--- config.mk ---
export PLATFORM = sky130hd
export DESIGN_NAME = sw_tree_bcast
export DESIGN_NICKNAME = d
export VERILOG_FILES = /design/src/rtl/sw_tree_pkg.sv /design/src/rtl/sw_cfg_reg.sv /design/src/rtl/sw_merge_node.sv /design/src/rtl/sw_bcast_stage.sv /design/src/rtl/sw_tree_bcast.sv
export SDC_FILE = /design/constraint.sdc
export NUM_CORES = 1
export LEC_CHECK = 0
export BUFFER_PORTS_ARGS = -buffer_cell sky130_fd_sc_hd__buf_2
export CORE_MARGIN = 5
export CORE_UTILIZATION = 50
export DETAILED_ROUTE_END_ITERATION = 16
export GPL_TIMING_DRIVEN = 1
export PLACE_DENSITY = 0.75
export SLEW_MARGIN = 10
export SYNTH_ARGS = -nofsm -noshare
export SYNTH_HDL_FRONTEND = slang
export SYNTH_SLANG_ARGS = --single-unit
--- constraint.sdc ---
create_clock -name clk_i -period 2.8 [get_ports clk_i]
set_clock_uncertainty 0.15 [all_clocks]
set_input_delay 0.56 -clock clk_i [delete_from_list [all_inputs] [get_ports clk_i]]
set_output_delay 0.56 -clock clk_i [all_outputs]
set_load 0.02 [all_outputs]
--- src/rtl/sw_tree_pkg.sv ---
package sw_tree_pkg;
  typedef struct packed {
    logic v;
    logic d;
  } sbit_t;
endpackage

--- src/rtl/sw_cfg_reg.sv ---
module sw_cfg_reg #(
  parameter int NODES = 15
) (
  input  logic             clk_i,
  input  logic             rst_ni,
  input  logic             load_i,
  input  logic             idle_i,
  input  logic             global_i,
  input  logic [NODES-1:0] join_i,
  output logic [NODES-1:0] closed_o
);
  logic             global_q;
  logic [NODES-1:0] join_q;

  always_ff @(posedge clk_i or negedge rst_ni) begin
    if (!rst_ni) begin
      global_q <= 1'b1;
      join_q   <= '1;
    end else if (load_i && idle_i) begin
      global_q <= global_i;
      join_q   <= join_i;
    end
  end

  assign closed_o = global_q ? '1 : join_q;

  AST_CFG_FROZEN_BUSY: assert property (@(posedge clk_i) disable iff (!rst_ni)
    !idle_i |=> ($stable(join_q) && $stable(global_q)));
endmodule

--- src/rtl/sw_merge_node.sv ---
module sw_merge_node
  import sw_tree_pkg::*;
(
  input  logic  clk_i,
  input  logic  rst_ni,
  input  logic  closed_i,
  input  sbit_t l_i,
  input  sbit_t r_i,
  output sbit_t up_o,
  output logic  conflict_o
);
  sbit_t up_q;

  // left subtree holds the lower leaf indices, so it wins
  always_ff @(posedge clk_i or negedge rst_ni) begin
    if (!rst_ni) begin
      up_q <= '0;
    end else begin
      up_q.v <= closed_i & (l_i.v | r_i.v);
      up_q.d <= closed_i & (l_i.v ? l_i.d : (r_i.v & r_i.d));
    end
  end

  assign up_o       = up_q;
  assign conflict_o = closed_i & l_i.v & r_i.v;

  AST_LEFT_WINS: assert property (@(posedge clk_i) disable iff (!rst_ni)
    (closed_i && l_i.v && r_i.v) |=> (up_o.v && (up_o.d == $past(l_i.d))));
endmodule

--- src/rtl/sw_bcast_stage.sv ---
module sw_bcast_stage
  import sw_tree_pkg::*;
(
  input  logic  clk_i,
  input  logic  rst_ni,
  input  logic  pass_i,
  input  sbit_t src_i,
  output sbit_t q_o
);
  sbit_t q_q;

  always_ff @(posedge clk_i or negedge rst_ni) begin
    if (!rst_ni) begin
      q_q <= '0;
    end else begin
      q_q.v <= pass_i & src_i.v;
      q_q.d <= pass_i & src_i.v & src_i.d;
    end
  end

  assign q_o = q_q;
endmodule

--- src/rtl/sw_tree_bcast.sv ---
module sw_tree_bcast
  import sw_tree_pkg::*;
#(
  parameter int LEAVES = 16
) (
  input  logic              clk_i,
  input  logic              rst_ni,
  input  logic              cfg_load_i,
  input  logic              cfg_global_i,
  input  logic [LEAVES-2:0] cfg_join_i,
  input  logic [LEAVES-1:0] tx_sel_i,
  input  logic [LEAVES-1:0] tx_data_i,
  output logic [LEAVES-1:0] rx_valid_o,
  output logic [LEAVES-1:0] rx_data_o,
  output logic              conflict_o
);
  localparam int LVL   = $clog2(LEAVES);
  localparam int NODES = LEAVES - 1;
  localparam int HEAP  = 2 * LEAVES;

  initial assert (LEAVES == (1 << LVL)) else $error("LEAVES must be a power of two");

  logic [NODES-1:0]  join_eff;
  logic [LEAVES-1:1] closed;
  logic [LEAVES-1:1] node_conf;
  logic              busy;
  logic              conflict_q;

  sbit_t up_s [1:HEAP-1];
  sbit_t dn_s [2:HEAP-1];
  sbit_t bc_s [1:LEAVES-1];

  sw_cfg_reg #(.NODES(NODES)) i_cfg (
    .clk_i    (clk_i),
    .rst_ni   (rst_ni),
    .load_i   (cfg_load_i),
    .idle_i   (!busy),
    .global_i (cfg_global_i),
    .join_i   (cfg_join_i),
    .closed_o (join_eff)
  );

  assign closed = join_eff;

  for (genvar i = 0; i < LEAVES; i++) begin : g_leaf
    assign up_s[LEAVES+i] = '{v: tx_sel_i[i], d: tx_sel_i[i] & tx_data_i[i]};
    assign rx_valid_o[i]  = dn_s[LEAVES+i].v;
    assign rx_data_o[i]   = dn_s[LEAVES+i].d;
  end

  for (genvar k = 1; k < LEAVES; k++) begin : g_node
    sw_merge_node i_merge (
      .clk_i      (clk_i),
      .rst_ni     (rst_ni),
      .closed_i   (closed[k]),
      .l_i        (up_s[2*k]),
      .r_i        (up_s[2*k+1]),
      .up_o       (up_s[k]),
      .conflict_o (node_conf[k])
    );
    // region root turns the upward value around; inner nodes relay the parent
    if (k == 1) begin : g_root
      assign bc_s[k] = closed[k] ? up_s[k] : '0;
    end else begin : g_inner
      assign bc_s[k] = !closed[k] ? '0 : (closed[k/2] ? dn_s[k] : up_s[k]);
    end
  end

  for (genvar n = 2; n < HEAP; n++) begin : g_down
    sw_bcast_stage i_stage (
      .clk_i  (clk_i),
      .rst_ni (rst_ni),
      .pass_i (closed[n/2]),
      .src_i  (bc_s[n/2]),
      .q_o    (dn_s[n])
    );
  end

  always_comb begin
    busy = |tx_sel_i;
    for (int k = 1; k < LEAVES; k++) busy = busy | up_s[k].v;
    for (int n = 2; n < HEAP; n++)   busy = busy | dn_s[n].v;
  end

  always_ff @(posedge clk_i or negedge rst_ni) begin
    if (!rst_ni) conflict_q <= 1'b0;
    else         conflict_q <= |node_conf;
  end

  assign conflict_o = conflict_q;

  AST_GLOBAL_UNIFORM: assert property (@(posedge clk_i) disable iff (!rst_ni)
    (&closed) |-> ((rx_valid_o == '0) || (rx_valid_o == '1)));

  for (genvar m = 0; m < LEAVES/2; m++) begin : g_pair_chk
    AST_PAIR_AGREE: assert property (@(posedge clk_i) disable iff (!rst_ni)
      $past(closed[LEAVES/2+m]) |-> ((rx_valid_o[2*m] == rx_valid_o[2*m+1]) &&
                                     (rx_data_o[2*m] == rx_data_o[2*m+1])));
    AST_ISO_LEAF_SILENT: assert property (@(posedge clk_i) disable iff (!rst_ni)
      !$past(closed[LEAVES/2+m]) |-> (!rx_valid_o[2*m] && !rx_valid_o[2*m+1]));
  end
endmodule

==> metrics.md <==
| Metric | Value |
|---|---|
| Drt first pass iters | 6 |
| Cells after synthesis | 299 |
| Placed insts | about 430 |
| Crit-path max FO | 27 |
| Total track usage | between 10% and 20% |
| Async set-reset flop share out of synthesis | 100% |
| Top cells by area, synth | dfrtp_1 (44%), dfstp_2 (12%), buf_4 (7.0%) |
| Die Width | 93.1 um |
| Vias in the first global route | 2,472 |
| Total die area | 8670 um2 |
| Synth unique cells | 31 |
| Post-synthesis cell area | roughly 3500 um2 |
| Synth top area share | between 40 and 50% |
| Hold buffers post-CTS | 0 |
| WL final | 7.65 mm |
| Worst Reg-to-Reg Cells | 4 |
| Fill count | 578 |
| Status | finished, final reports clean |
| HPWL Detailed | 5.71 mm |
| DRC | 0 |
| Die height | between 90 and 100 um |
| Pin count of the biggest net entering global routing | just under 80 |
| Clk_lat worst skew | roughly 350 ps |
| Port bufs | 83 |
| Num ports | 84 |
| Initial Util | 51.1% |
| Fin crit period | 2050 ps |
| Worst-path clk slew | 80 ps |
| Synthesized area per cell | 11.5 um2 |
| Remaining antenna violation count | 0 |
| Slowest stage delay, CP | 880 ps |
| Core area | ~6800 um2 |
| Period utilization | 73.3% |
| WP buf/inv | 0 |
| Final setup fails | 0 |
| Final hold vios | 0 |
| Maxcap violations | 0 |
| Most frequent cells after synthesis | dfrtp_1 (61), buf_4 (32), nor2_1 (27) |
| Layout Cells excl Fill | 442 |
| Rel. slew slack | approximately 38% |
| Pwr Total | 2.19 mW |
| Synthesized Nets | 350 |
| Ratio of cells with drive above 1 in the final layout | 37.6% |
| Main flop type after synthesis | dfrtp_1 |
| Leakage | 1.90 nW |
| Worst-Margin Slew | approximately 940 ps |
| Critical path startpoint category | flop |
| Placer Congestion | 0.855 |
| H-tree depth | 3 |
| RSZ-0062 raised after global routing | false |
| CP max stage cell | dfstp_2 |
| DR vias | 2,507 |
| VDD IR max | between 0.2 and 0.3 mV |
| Pwr Density | between 500 and 600 nW/um2 |
| Layout area overhead | 14.7% |
| Sequential cell area fraction in the yosys report | 56.4% |
| Root buf cell | clkbuf_8 |
| Initial antenna violation count | 0 |
| Max-slew violation count | 0 |
| FF-to-FF End | g_down[9].i_stage.q_o[0] |
| Fmax | 487 MHz |
| Kind of critical path | reg -> reg |
| Worst EP required | 2900 ps |
| Diodes inserted | 0 |
| Grt ovf | 0 |
| Leading area contributor after synthesis | dfrtp_1 |
| Nets | 408 |
| Flop and latch count out of synthesis | just under 80 |
| Critical R2R Launch | i_cfg.global_q |
| Post-CTS Resized | 0 |
| Most common cell in the netlist | dfrtp_1 |
| CTS tree | built |
| Via density per instance | 5.67 |
| CP delay by family, top | flip-flops |
| Post-route setup TNS | 0 ps |
| Arrival time worst endpoint | roughly 2200 ps |
| Clk sink count | 77 |
| # Post-CTS Setup Buffers | 0 |
| HP Class | in -> async |
| CTS Buf Count | 9 |
| CP Capture Type | flop |
| CTS Buffer Depth | 2 |
| Synth warn | 0 |
| Iteration-0 DRC Markers | 185 |
| Row cnt | 30 |
| Flop-to-flop setup slack | 750 ps |
| Sequence of cells on the critical path | nor2_1, nor2b_1, a21oi_1, nor3_1 |
| Post-synth EDFFs | 0 |
| First-pass GRT wire length | 12.5 mm |
| Routed wire per std cell | 17.3 um |
-- how the worst max path moves through the flow --
stage,start,endpoint,slack (ps),cells past startpoint
floorplan,tx_sel_i[8],i_cfg.global_q,620,5
global placement,tx_sel_i[6],i_cfg.join_q[4],470,6
detailed placement,tx_sel_i[6],i_cfg.join_q[4],430,6
CTS,g_down[23].i_stage.q_o[1],i_cfg.join_q[4],660,5
global route,i_cfg.global_q,conflict_o,490,4
finish,i_cfg.global_q,g_down[9].i_stage.q_o[0],750,4
-- through the flow --
stage          utilization, %  instance area [um2]  hold WS, ps  setup slack (ps)
6_report                 58.6                 3960          191               747
5_1_grt                  58.6                 3960          281               492
4_1_cts                  58.6                 3960          238               664
3_5_place_dp             55.0                 3720          300               430
3_3_place_gp             55.0                 3720          281               470
2_1_floorplan               -                 3450          114               625
-- placed cells by master, fill, tap and decap left out, types with 6 or more instances in the layout --
master	netlist	layout
mux2i_1	15	15
dfrtp_1	61	61
a21oi_1	12	12
clkbuf_8	0	13
nor2b_1	15	15
nor2_1	27	27
a21boi_0	8	8
mux2_2	16	16
a22o_1	9	9
o22a_1	7	7
nor4_1	9	9
o211ai_1	6	6
o21ai_0	8	8
dfstp_2	16	16
nor3_1	14	14
buf_2	1	82
nand2_1	16	16
-- sequential cells by signal, summed over array words and instances (netlist names) --
| register | cells |
|---|---|
| conflict_o | 1 |
| i_cfg.global_q | 1 |
| i_cfg.join_q | 15 |
| g_node.i_merge.up_o | 30 |
| g_down.i_stage.q_o | 30 |
-- worst register-to-register path, cell delays in order, from the launching register on --
cell and delay [ps]:
dfstp_2 880, nor2_1 320, nor2b_1 270, a21oi_1 90, nor3_1 250
-- logic make-up after synthesis --
kind of cell | Yosys count | synth area share [%]
AO/OA/AOI/OAI | 62 | 13.0
multiplexers | 31 | 9.57
AND/OR/NAND/NOR | 90 | 13.0
buffers and inverters | 39 | 7.97
flip-flops | 77 | 56.4
-- cell type report --
cell class	instances	area, um2	share of cell area (%)
clock buffer	13	179	4.52
sequential	77	1950	49.1
clock inverter	3	65.1	1.64
multi-input combinational	183	1230	31.1
timing repair buffer	86	440	11.1
tap	80	100	2.53
-- metal layers --
metal,GRT usage (%),wire (um),vias to the layer above
met5,0,0,-
met4,7.81,165,0
met3,3.38,458,18
met2,29.6,3690,90
met1,25.7,3330,1229
li1,-,-,1170
-- power breakdown --
group	internal, mW	switching [mW]	total (mW)
registers	1.11	0.000226	1.11
logic	0.0340	0.0482	0.0823
clock network	0.598	0.393	0.991
(Power assumes the default switching activity.)
